===== config.mk =====
export PLATFORM = sky130hd
export DESIGN_NAME = irq_bid_arbiter
export DESIGN_NICKNAME = d
export VERILOG_FILES = /design/src/rtl/irq_bid_pkg.sv /design/src/rtl/bid_source.sv /design/src/rtl/bid_arbiter.sv /design/src/rtl/cir_latch.sv /design/src/rtl/vec_build.sv /design/src/rtl/irq_bid_arbiter.sv
export SDC_FILE = /design/constraint.sdc
export NUM_CORES = 1
export LEC_CHECK = 0
export ABC_AREA = 0
export BUFFER_PORTS_ARGS = -buffer_cell sky130_fd_sc_hd__buf_4
export CAP_MARGIN = 20
export CORE_MARGIN = 2
export CORE_UTILIZATION = 40
export CTS_CLUSTER_SIZE = 20
export DETAILED_ROUTE_END_ITERATION = 8
export SLEW_MARGIN = 20
export SYNTH_ARGS = -nofsm -noshare
export SYNTH_HDL_FRONTEND = slang
export SYNTH_HIERARCHICAL = 1
export SYNTH_SLANG_ARGS = --single-unit

===== constraint.sdc =====
create_clock -name clk -period 2.5 [get_ports clk]
set_clock_uncertainty 0.05 [all_clocks]
set_input_delay 0.125 -clock clk [delete_from_list [all_inputs] [get_ports clk]]
set_output_delay 0.125 -clock clk [all_outputs]
set_load 0.01 [all_outputs]

===== src/rtl/irq_bid_pkg.sv =====
package irq_bid_pkg;
   localparam int TYPE_W       = 3;
   localparam int SRC_PER_CH   = 4;
   localparam int MODE_W       = 2;

   localparam logic [TYPE_W-1:0] T_COS    = 3'b000;
   localparam logic [TYPE_W-1:0] T_BRK    = 3'b001;
   localparam logic [TYPE_W-1:0] T_TX     = 3'b010;
   localparam logic [TYPE_W-1:0] T_RX_OK  = 3'b011;
   localparam logic [TYPE_W-1:0] T_TIMER  = 3'b100;
   localparam logic [TYPE_W-1:0] T_RX_ERR = 3'b111;

   typedef enum logic [MODE_W-1:0] {
      VM_BASE = 2'd0,
      VM_TYPE = 2'd1,
      VM_CHAN = 2'd2,
      VM_BOTH = 2'd3
   } vec_mode_e;

   typedef enum int {
      K_RX  = 0,
      K_TX  = 1,
      K_BRK = 2,
      K_COS = 3
   } src_kind_e;
endpackage


===== src/rtl/bid_source.sv =====
module bid_source #(
   parameter int VAL_W  = 6,
   parameter int CH_W   = 2,
   parameter int CHAN   = 0,
   localparam int BID_W = VAL_W + CH_W + irq_bid_pkg::TYPE_W
) (
   input  logic                            req,
   input  logic                            en,
   input  logic [VAL_W-1:0]                value,
   input  logic [irq_bid_pkg::TYPE_W-1:0]  itype,
   input  logic [VAL_W-1:0]                thresh,
   output logic                            elig,
   output logic [BID_W-1:0]                bid
);
   localparam logic [CH_W-1:0] CH_ID = CH_W'(CHAN);

   if (CHAN >= (1 << CH_W)) begin : g_bad_chan
      $error("bid_source: channel number does not fit the channel field");
   end

   assign elig = req & en & (value > thresh);
   assign bid  = {value, CH_ID, itype};
endmodule


===== src/rtl/bid_arbiter.sv =====
module bid_arbiter #(
   parameter int NSRC  = 18,
   parameter int BID_W = 11
) (
   input  logic                    clk,
   input  logic                    rst_n,
   input  logic [NSRC-1:0]         elig,
   input  logic [NSRC*BID_W-1:0]   bids,
   output logic                    win_valid,
   output logic [BID_W-1:0]        win_bid
);
   if (NSRC < 1) begin : g_bad_nsrc
      $error("bid_arbiter: at least one source is required");
   end

   always_comb begin
      win_valid = 1'b0;
      win_bid   = '0;
      for (int i = 0; i < NSRC; i++) begin
         if (elig[i] && (!win_valid || bids[i*BID_W +: BID_W] > win_bid)) begin
            win_valid = 1'b1;
            win_bid   = bids[i*BID_W +: BID_W];
         end
      end
   end

   for (genvar g = 0; g < NSRC; g++) begin : g_chk
      AST_WIN_IS_MAX: assert property (@(posedge clk) disable iff (!rst_n)
         elig[g] |-> (win_valid && bids[g*BID_W +: BID_W] <= win_bid));
   end
endmodule


===== src/rtl/cir_latch.sv =====
module cir_latch #(
   parameter int NCH   = 4,
   parameter int CH_W  = 2,
   parameter int LVL_W = 3
) (
   input  logic                            clk,
   input  logic                            rst_n,
   input  logic                            capture,
   input  logic                            win_valid,
   input  logic [CH_W-1:0]                 win_chan,
   input  logic [irq_bid_pkg::TYPE_W-1:0]  win_type,
   input  logic [NCH*LVL_W-1:0]            rx_level,
   input  logic [NCH*LVL_W-1:0]            tx_free,
   output logic                            cir_valid,
   output logic [CH_W-1:0]                 cir_chan,
   output logic [irq_bid_pkg::TYPE_W-1:0]  cir_type,
   output logic [LVL_W-1:0]                cir_cnt
);
   logic [LVL_W-1:0] sel_rx, sel_tx, cnt_d;

   always_comb begin
      sel_rx = '0;
      sel_tx = '0;
      for (int c = 0; c < NCH; c++) begin
         if (win_chan == CH_W'(c)) begin
            sel_rx = rx_level[c*LVL_W +: LVL_W];
            sel_tx = tx_free[c*LVL_W +: LVL_W];
         end
      end
      if (!win_valid || !win_type[1]) cnt_d = '0;
      else if (win_type[0])           cnt_d = sel_rx;
      else                            cnt_d = sel_tx;
   end

   always_ff @(posedge clk or negedge rst_n) begin
      if (!rst_n) begin
         cir_valid <= 1'b0;
         cir_chan  <= '0;
         cir_type  <= '0;
         cir_cnt   <= '0;
      end else if (capture) begin
         cir_valid <= win_valid;
         cir_chan  <= win_valid ? win_chan : '0;
         cir_type  <= win_valid ? win_type : '0;
         cir_cnt   <= cnt_d;
      end
   end

   AST_CIR_HOLD: assert property (@(posedge clk) disable iff (!rst_n)
      !capture |=> ($stable(cir_valid) && $stable(cir_chan)
                    && $stable(cir_type) && $stable(cir_cnt)));
   AST_CNT_NONE: assert property (@(posedge clk) disable iff (!rst_n)
      !cir_type[1] |-> (cir_cnt == '0));
endmodule


===== src/rtl/vec_build.sv =====
module vec_build #(
   parameter int VEC_W = 8,
   parameter int CH_W  = 2
) (
   input  logic [VEC_W-1:0]                base,
   input  logic [irq_bid_pkg::MODE_W-1:0]  mode,
   input  logic [irq_bid_pkg::TYPE_W-1:0]  itype,
   input  logic [CH_W-1:0]                 chan,
   output logic [VEC_W-1:0]                vec
);
   import irq_bid_pkg::*;
   localparam int LOW_W = TYPE_W + CH_W;

   if (VEC_W < LOW_W) begin : g_bad_vec
      $error("vec_build: vector narrower than type and channel fields");
   end

   always_comb begin
      vec = base;
      case (vec_mode_e'(mode))
         VM_TYPE: vec[TYPE_W-1:0] = itype;
         VM_CHAN: vec[CH_W-1:0]   = chan;
         VM_BOTH: vec[LOW_W-1:0]  = {itype, chan};
         default: vec = base;
      endcase
   end
endmodule


===== src/rtl/irq_bid_arbiter.sv =====
module irq_bid_arbiter #(
   parameter int NCH   = 4,
   parameter int NCT   = 2,
   parameter int VAL_W = 6,
   parameter int LVL_W = 3,
   parameter int VEC_W = 8,
   localparam int PRI_W = VAL_W - LVL_W,
   localparam int NMAX  = (NCH > NCT) ? NCH : NCT,
   localparam int CH_W  = (NMAX > 1) ? $clog2(NMAX) : 1,
   localparam int NSRC  = NCH * irq_bid_pkg::SRC_PER_CH + NCT
) (
   input  logic                   clk,
   input  logic                   rst_n,
   input  logic [NSRC-1:0]        src_en,
   input  logic [NCH-1:0]         rx_req,
   input  logic [NCH-1:0]         rx_err,
   input  logic [NCH-1:0]         tx_req,
   input  logic [NCH-1:0]         brk_req,
   input  logic [NCH-1:0]         cos_req,
   input  logic [NCT-1:0]         ct_req,
   input  logic [NCH*LVL_W-1:0]   rx_level,
   input  logic [NCH*LVL_W-1:0]   tx_free,
   input  logic [NCH*PRI_W-1:0]   rx_pri,
   input  logic [NCH*PRI_W-1:0]   tx_pri,
   input  logic [NCH*VAL_W-1:0]   brk_pri,
   input  logic [NCH*VAL_W-1:0]   cos_pri,
   input  logic [NCT*VAL_W-1:0]   ct_pri,
   input  logic [VAL_W-1:0]       thresh,
   input  logic                   iack,
   input  logic                   upd_cmd,
   input  logic [VEC_W-1:0]       vec_base,
   input  logic [1:0]             vec_mode,
   output logic                   irq,
   output logic                   cir_valid,
   output logic [CH_W-1:0]        cir_chan,
   output logic [2:0]             cir_type,
   output logic [LVL_W-1:0]       cir_cnt,
   output logic [VEC_W-1:0]       vec
);
   import irq_bid_pkg::*;
   localparam int BID_W = VAL_W + CH_W + TYPE_W;

   if (PRI_W < 1) begin : g_bad_val
      $error("irq_bid_arbiter: VAL_W must exceed LVL_W");
   end
   if (NCH < 1 || NCT < 0) begin : g_bad_cnt
      $error("irq_bid_arbiter: invalid source counts");
   end

   logic [NSRC-1:0]       elig;
   logic [NSRC*BID_W-1:0] bids;
   logic                  win_valid;
   logic [BID_W-1:0]      win_bid;
   logic                  capture;

   for (genvar c = 0; c < NCH; c++) begin : g_ch
      for (genvar k = 0; k < SRC_PER_CH; k++) begin : g_kind
         localparam int S = c * SRC_PER_CH + k;
         logic             req_k;
         logic [VAL_W-1:0] val_k;
         logic [TYPE_W-1:0] typ_k;
         if (k == K_RX) begin : g_rx
            assign req_k = rx_req[c];
            assign val_k = {rx_level[c*LVL_W +: LVL_W], rx_pri[c*PRI_W +: PRI_W]};
            assign typ_k = rx_err[c] ? T_RX_ERR : T_RX_OK;
         end else if (k == K_TX) begin : g_tx
            assign req_k = tx_req[c];
            assign val_k = {tx_free[c*LVL_W +: LVL_W], tx_pri[c*PRI_W +: PRI_W]};
            assign typ_k = T_TX;
         end else if (k == K_BRK) begin : g_brk
            assign req_k = brk_req[c];
            assign val_k = brk_pri[c*VAL_W +: VAL_W];
            assign typ_k = T_BRK;
         end else begin : g_cos
            assign req_k = cos_req[c];
            assign val_k = cos_pri[c*VAL_W +: VAL_W];
            assign typ_k = T_COS;
         end
         bid_source #(.VAL_W(VAL_W), .CH_W(CH_W), .CHAN(c)) u_src (
            .req    (req_k),
            .en     (src_en[S]),
            .value  (val_k),
            .itype  (typ_k),
            .thresh (thresh),
            .elig   (elig[S]),
            .bid    (bids[S*BID_W +: BID_W])
         );
      end
   end

   for (genvar t = 0; t < NCT; t++) begin : g_ct
      localparam int S = NCH * SRC_PER_CH + t;
      bid_source #(.VAL_W(VAL_W), .CH_W(CH_W), .CHAN(t)) u_src (
         .req    (ct_req[t]),
         .en     (src_en[S]),
         .value  (ct_pri[t*VAL_W +: VAL_W]),
         .itype  (T_TIMER),
         .thresh (thresh),
         .elig   (elig[S]),
         .bid    (bids[S*BID_W +: BID_W])
      );
   end

   bid_arbiter #(.NSRC(NSRC), .BID_W(BID_W)) u_arb (
      .clk       (clk),
      .rst_n     (rst_n),
      .elig      (elig),
      .bids      (bids),
      .win_valid (win_valid),
      .win_bid   (win_bid)
   );

   assign irq     = |elig;
   assign capture = iack | upd_cmd;

   cir_latch #(.NCH(NCH), .CH_W(CH_W), .LVL_W(LVL_W)) u_cir (
      .clk       (clk),
      .rst_n     (rst_n),
      .capture   (capture),
      .win_valid (win_valid),
      .win_chan  (win_bid[TYPE_W +: CH_W]),
      .win_type  (win_bid[TYPE_W-1:0]),
      .rx_level  (rx_level),
      .tx_free   (tx_free),
      .cir_valid (cir_valid),
      .cir_chan  (cir_chan),
      .cir_type  (cir_type),
      .cir_cnt   (cir_cnt)
   );

   vec_build #(.VEC_W(VEC_W), .CH_W(CH_W)) u_vec (
      .base  (vec_base),
      .mode  (vec_mode),
      .itype (cir_type),
      .chan  (cir_chan),
      .vec   (vec)
   );

   AST_IRQ_WIN: assert property (@(posedge clk) disable iff (!rst_n)
      irq == win_valid);
   AST_WIN_ABOVE_THR: assert property (@(posedge clk) disable iff (!rst_n)
      win_valid |-> (win_bid[BID_W-1 -: VAL_W] > thresh));
   AST_CAP_VALID: assert property (@(posedge clk) disable iff (!rst_n)
      capture |=> (cir_valid == $past(irq)));
   AST_VEC_UPPER: assert property (@(posedge clk) disable iff (!rst_n)
      vec[VEC_W-1:TYPE_W+CH_W] == vec_base[VEC_W-1:TYPE_W+CH_W]);
endmodule


# Word level (Yosys, flattened, before mapping)
# Index checks and enable logic that the tools add are counted.
[word_totals]
regBits = 9
in_bits = 168
output_inout_bits = 18
[classes]
magnitude_cmp = 35
n_eq_ne = 6
muxes = 55
bitwise = 37
reduce_logical = 57
[ops]
columns = ["op", "count"]
rows = [
  ["$gt A11 B11 Y1", 17],
  ["$mux W11", 17],
  ["$gt A6 B6 Y1", 18],
  ["$mux W3", 15],
  ["$and A1 B1 Y1", 36],
  ["$logic_not A1 Y1", 19],
  ["$logic_or A1 B1 Y1", 18],
  ["$mux W1", 18],
  ["$reduce_or A18 Y1", 1],
  ["$logic_and A1 B1 Y1", 17],
  ["$eq A2 B2 Y1 const B", 4],
  ["$mux W5", 1],
  ["$eq A2 B1 Y1 const B", 2],
  ["$mux W2", 2],
  ["$pmux W2 S2", 1],
  ["$logic_not A2 Y1", 1],
  ["$pmux W1 S2", 1],
  ["$reduce_or A2 Y1", 1],
  ["$or A1 B1 Y1", 1],
]

# Longest topological paths before layout
[depth]
word_depth = 78
ltp_mapped = 223
ltp_nobuf = 205

# By module
# The synthesis kept the hierarchy.
[modules_own_cells]
columns = ["mod", "instances", "cells_each", "area_per_inst_um2"]
rows = [
  ["bid_arbiter", 1, 1090, 7901.3],
  ["bid_source (g_ch[1].g_kind[0].u_src ...)", 9, 34, 242.7],
  ["bid_source (g_ch[0].g_kind[0].u_src ...)", 9, 33, 239.0],
  ["cir_latch", 1, 58, 581.8],
  ["vec_build", 1, 15, 107.6],
  ["irq_bid_arbiter", 1, 9, 52.6],
]

# Worst setup path after synthesis
# OpenSTA, ideal clock, no wires.
[synth_path]
path_type = "input to register"
start = "input thresh[5]"
end = "register u_cir.cir_cnt[1]"
t_arrival_ns = 36.223
setup_slack_ns = -33.838
stages = 209
n_path_buf = 20
cell_sequence = "inv_1 -> ha_1 -> nand4_1 -> o21bai_1 -> a31oi_1 -> buf_2 -> clkbuf_1 -> nand2_1 -> ha_1 -> and4_4 -> a21boi_1 -> o21a_1 -> o21a_1 -> buf_6 -> mux2i_1 -> inv_1 -> ha_1 -> a211oi_1 -> [... 173 more ...] -> o21a_1 -> o21a_1 -> o21a_1 -> o21ai_0 -> nand2b_1 -> a21oi_1 -> nor2b_1 -> o21ai_0 -> nand2b_1 -> a21oi_1 -> a41oi_1 -> o21ai_1 -> clkbuf_1 -> o22ai_1 -> a21oi_1 -> and2b_1 -> a22oi_1 -> a31o_1"
[synth_between]
elab_chain_len = 78
word_cells_on_any_way = 157
cone_classes = "35 x order compare; 3 x eq/ne; 46 x mux; 18 x bitwise; 55 x reduce/logical"
[synth_lines]
columns = ["element", "line", "source"]
rows = [
  ["start: declaration", "irq_bid_arbiter.sv:28", "input logic [VAL_W-1:0] thresh,"],
  ["$gt A6 B6 Y1 *", "bid_source.sv:21", "assign elig = req & en & (value > thresh);"],
  ["$and A1 B1 Y1 *", "bid_source.sv:21", ""],
  ["via elig[0]", "irq_bid_arbiter.sv:50", "logic [NSRC-1:0] elig;"],
  ["$mux W11 / $mux W1 (equally long branches)", "bid_arbiter.sv:20", "if (elig[i] && (!win_valid || bids[i*BID_W +: BID_W] > win_bid)) begin"],
  ["$gt A11 B11 Y1 / $logic_not A1 Y1 (equally long branches)", "bid_arbiter.sv:20", ""],
  ["$logic_or A1 B1 Y1", "bid_arbiter.sv:20", ""],
  ["$logic_and A1 B1 Y1", "bid_arbiter.sv:20", ""],
  ["$mux W11 / $mux W1 (equally long branches)", "bid_arbiter.sv:20", ""],
  ["[... 61 more ...]", "--", ""],
  ["$logic_or A1 B1 Y1", "bid_arbiter.sv:20", ""],
  ["$logic_and A1 B1 Y1", "bid_arbiter.sv:20", ""],
  ["$mux W5 *", "bid_arbiter.sv:20", ""],
  ["via win_bid[4]", "irq_bid_arbiter.sv:53", "logic [BID_W-1:0] win_bid;"],
  ["$logic_not A2 Y1", "cir_latch.sv:25", "if (win_chan == CH_W'(c)) begin"],
  ["$mux W3 (4 in series)", "cir_latch.sv:25", ""],
  ["$mux W3 *", "cir_latch.sv:31", "else if (win_type[0]) cnt_d = sel_rx;"],
  ["$mux W3 *", "cir_latch.sv:30", "if (!win_valid || !win_type[1]) cnt_d = '0;"],
  ["end signal: assignment", "cir_latch.sv:45", "cir_cnt <= cnt_d;"],
  ["end: declaration", "cir_latch.sv:17", "output logic [LVL_W-1:0] cir_cnt"],
]
# Mark *: on every way through the listed nets, which the timed path passes. The rest lies on a longest branch.
# A chain may end at the register's enable or synchronous reset.

# Final worst setup path
[layout_path]
start = "input thresh[4]"
end = "register u_cir.cir_cnt[2]"
[layout_between]
word_cells_on_any_way = 157
cone_classes = "35 x order compare; 3 x eq/ne; 46 x mux; 18 x bitwise; 55 x reduce/logical"
[layout_rtl]
columns = ["element", "line"]
rows = [
  ["$gt A6 B6 Y1 *", "bid_source.sv:21"],
  ["$and A1 B1 Y1 *", "bid_source.sv:21"],
  ["via elig[0]", "irq_bid_arbiter.sv:50"],
  ["$mux W11 / $mux W1 (equally long branches)", "bid_arbiter.sv:20"],
  ["$gt A11 B11 Y1 / $logic_not A1 Y1 (equally long branches)", "bid_arbiter.sv:20"],
  ["$logic_or A1 B1 Y1", "bid_arbiter.sv:20"],
  ["$logic_and A1 B1 Y1", "bid_arbiter.sv:20"],
  ["$mux W11 / $mux W1 (equally long branches)", "bid_arbiter.sv:20"],
  ["[... 59 more ...]", "--"],
  ["$mux W11 / $mux W1 (equally long branches)", "bid_arbiter.sv:20"],
  ["$gt A11 B11 Y1 / $logic_not A1 Y1 (equally long branches)", "bid_arbiter.sv:20"],
  ["$logic_or A1 B1 Y1", "bid_arbiter.sv:20"],
  ["$logic_and A1 B1 Y1", "bid_arbiter.sv:20"],
  ["$mux W5 *", "bid_arbiter.sv:20"],
  ["via win_bid[0]", "irq_bid_arbiter.sv:53"],
  ["$mux W3 *", "cir_latch.sv:31"],
  ["$mux W3 *", "cir_latch.sv:30"],
]
# Marked as above.

==> results_dict.tcl <==
set metrics [dict create \
    drc 0 \
    cp_max_fo 8 \
    grt_pass1_vias 14580 \
    clk_path_buf_depth 2 \
    clk_pin_slew_ps 40 \
    dieArea_sq_um 33670 \
    ir_drop_uv 272.9 \
    fillers 2621 \
    final_cell_mix "buf_4, ha_1, inv_1" \
    io_pins 186 \
    portBuffers 179 \
    place_hpwl_microns 37670 \
    tightest_slew_ps 603.5 \
    regArea_sq_um 225.2 \
    rsz0062_at_grt "true" \
    final_layout_size_suffix_gt1_share_pct 46.44 \
    area_growth_pct 56.34 \
    antenna_found_initial 8 \
    cpMaxStageDelayCell "o41ai_4" \
    outcome "finished, violations left" \
    max_freq_mhz 30.00 \
    hold_viol 0 \
    grt_max_degree 19 \
    place_ws_ps -31720 \
    die_width_microns 183.5 \
    hp-class "input port to primary output" \
    slowest_delay_ps 440 \
    nets 2772 \
    maxSlewViolCount 0 \
    core-area_sq_um 31640 \
    multi_input_area_sq_um 12470 \
    cts.sinks 9 \
    layout_min_cycle_time_ps 33330 \
    initial_core_util_pct 40.74 \
    timing.final.crit_share_pct 1333 \
    power_leakage_nw 10.07 \
    final_cells 2725 \
    grt_usage_pct 27.87 \
    cts_tree "built" \
    final_common_cell "buf_4" \
    grt_pass1_wl_microns 74900 \
    syn_area_per_cell_sq_um 7.331 \
    clock_latency_ps 240 \
    routedWlPerCell_microns 18.63 \
    drtPass1Iterations 5 \
    chipHeight_microns 183.5 \
    powerDensity_nw_per_um2 495.5 \
    yosysWarnings 6 \
    violations "setup timing" \
    cts_max_level 1 \
    drtIter0Drc 940 \
    dp.cells 2585 \
    cp.arrival_ps 33460 \
    critical_path_required_ps 2630 \
    rows 65 \
    finalSetupViolCount 10 \
    crit_path_frequent_cell "o21a_1" \
    grt_overflow 0 \
    syn_inst 1758 \
    cts_root_buf "clkbuf_16" \
    fin_ws_ps -30830 \
    wl_microns 50760 \
    cap_violations 0 \
    vias_per_cell 5.412 \
    cp-end-kind "flop" \
    gp_congestion 0.9245 \
    ant_nets 0 \
    num_vias 14750 \
    holdWs_ps 200.0 \
    numCtsBuffers 3 \
    crit_type "input port to flop" \
    relSlewSlack_pct 59.40 \
    startpoint_type "input port" \
    syn_area_sq_um 12890 \
]
[registers in the layout, indices dropped and copies added, names as in the netlist]
name             count
u_cir/cir_chan       2
u_cir/cir_cnt        3
u_cir/cir_type       3
u_cir/cir_valid      1
[worst paths after layout]
check	from	to	slack [ps]	cells after the start
min in group asynchronous	rst_n	u_cir/cir_type[1]	240	2
worst min-delay path	vec_base[7]	vec[7]	200	0
worst max-delay path	thresh[4]	u_cir/cir_cnt[2]	-30830	210
worst max register to register	u_cir/cir_cnt[1]	u_cir/cir_cnt[1]	1560	2
worst min register to register	u_cir/cir_valid	u_cir/cir_valid	460	1
max in group asynchronous	rst_n	u_cir/cir_type[0]	2000	2
[power breakdown]
| part | internal (W) | switching (W) |
|---|---|---|
| registers | 0.000204 | 0.0000629 |
| clock network | 0.000214 | 0.0000804 |
| logic | 0.00506 | 0.00436 |
| total | 0.00548 | 0.00450 |
[metrics by stage]
stage                     TNS [ps]  total power (W)  instance area [sq um]  util [%]
after floorplan            -239740         0.004670                  13750         -
after global placement     -250320         0.007392                  17000     53.73
after detailed placement   -255660         0.007515                  17000     53.73
after CTS                  -244390         0.008890                  18980     59.99
after global routing       -263210          0.01076                  20150     63.68
final                      -249710         0.009984                  20150     63.69
[metal layers]
layer / vias to the layer above / wire (microns) / part of all wire (%) / track usage [%]
met5: - / 13 / 0.026 / 0
met4: 2 / 1565 / 3.1 / 9.280
met3: 106 / 3559 / 7.0 / 3.071
met2: 535 / 23390 / 46 / 46.51
met1: 6968 / 22240 / 44 / 37.29
li1: 7138 / - / - / -
[critical path: cells and delay by family]
family | cells | cell delay [ps]
buffers and inverters | 29 | 3770
AND/OR/NAND/NOR | 51 | 6340
adder cells (fa/ha/maj) | 20 | 4950
multiplexers | 10 | 2730
AO/OA/AOI/OAI | 100 | 15500
[cell type report]
type                            instances  area share, %
Tap cell                              402          2.496
Antenna cell                            6        0.07451
Multi-Input combinational cell       1338          61.88
Inverter                              236          4.545
Clock buffer                            4         0.3912
Timing Repair Buffer                  730          29.50
Sequential cell                         9          1.118
[repair_timing]
item | in CTS | in global routing
gates cloned | 3 | 0
endpoints found under the setup margin | 10 | 10
pin swaps | 108 | 143
setup buffers | 94 | 41
hold buffers | 1 | 0
endpoints found under the hold margin | 9 | 0
gates resized for setup | 240 | 154
Power figures use the tool's default switching activity.
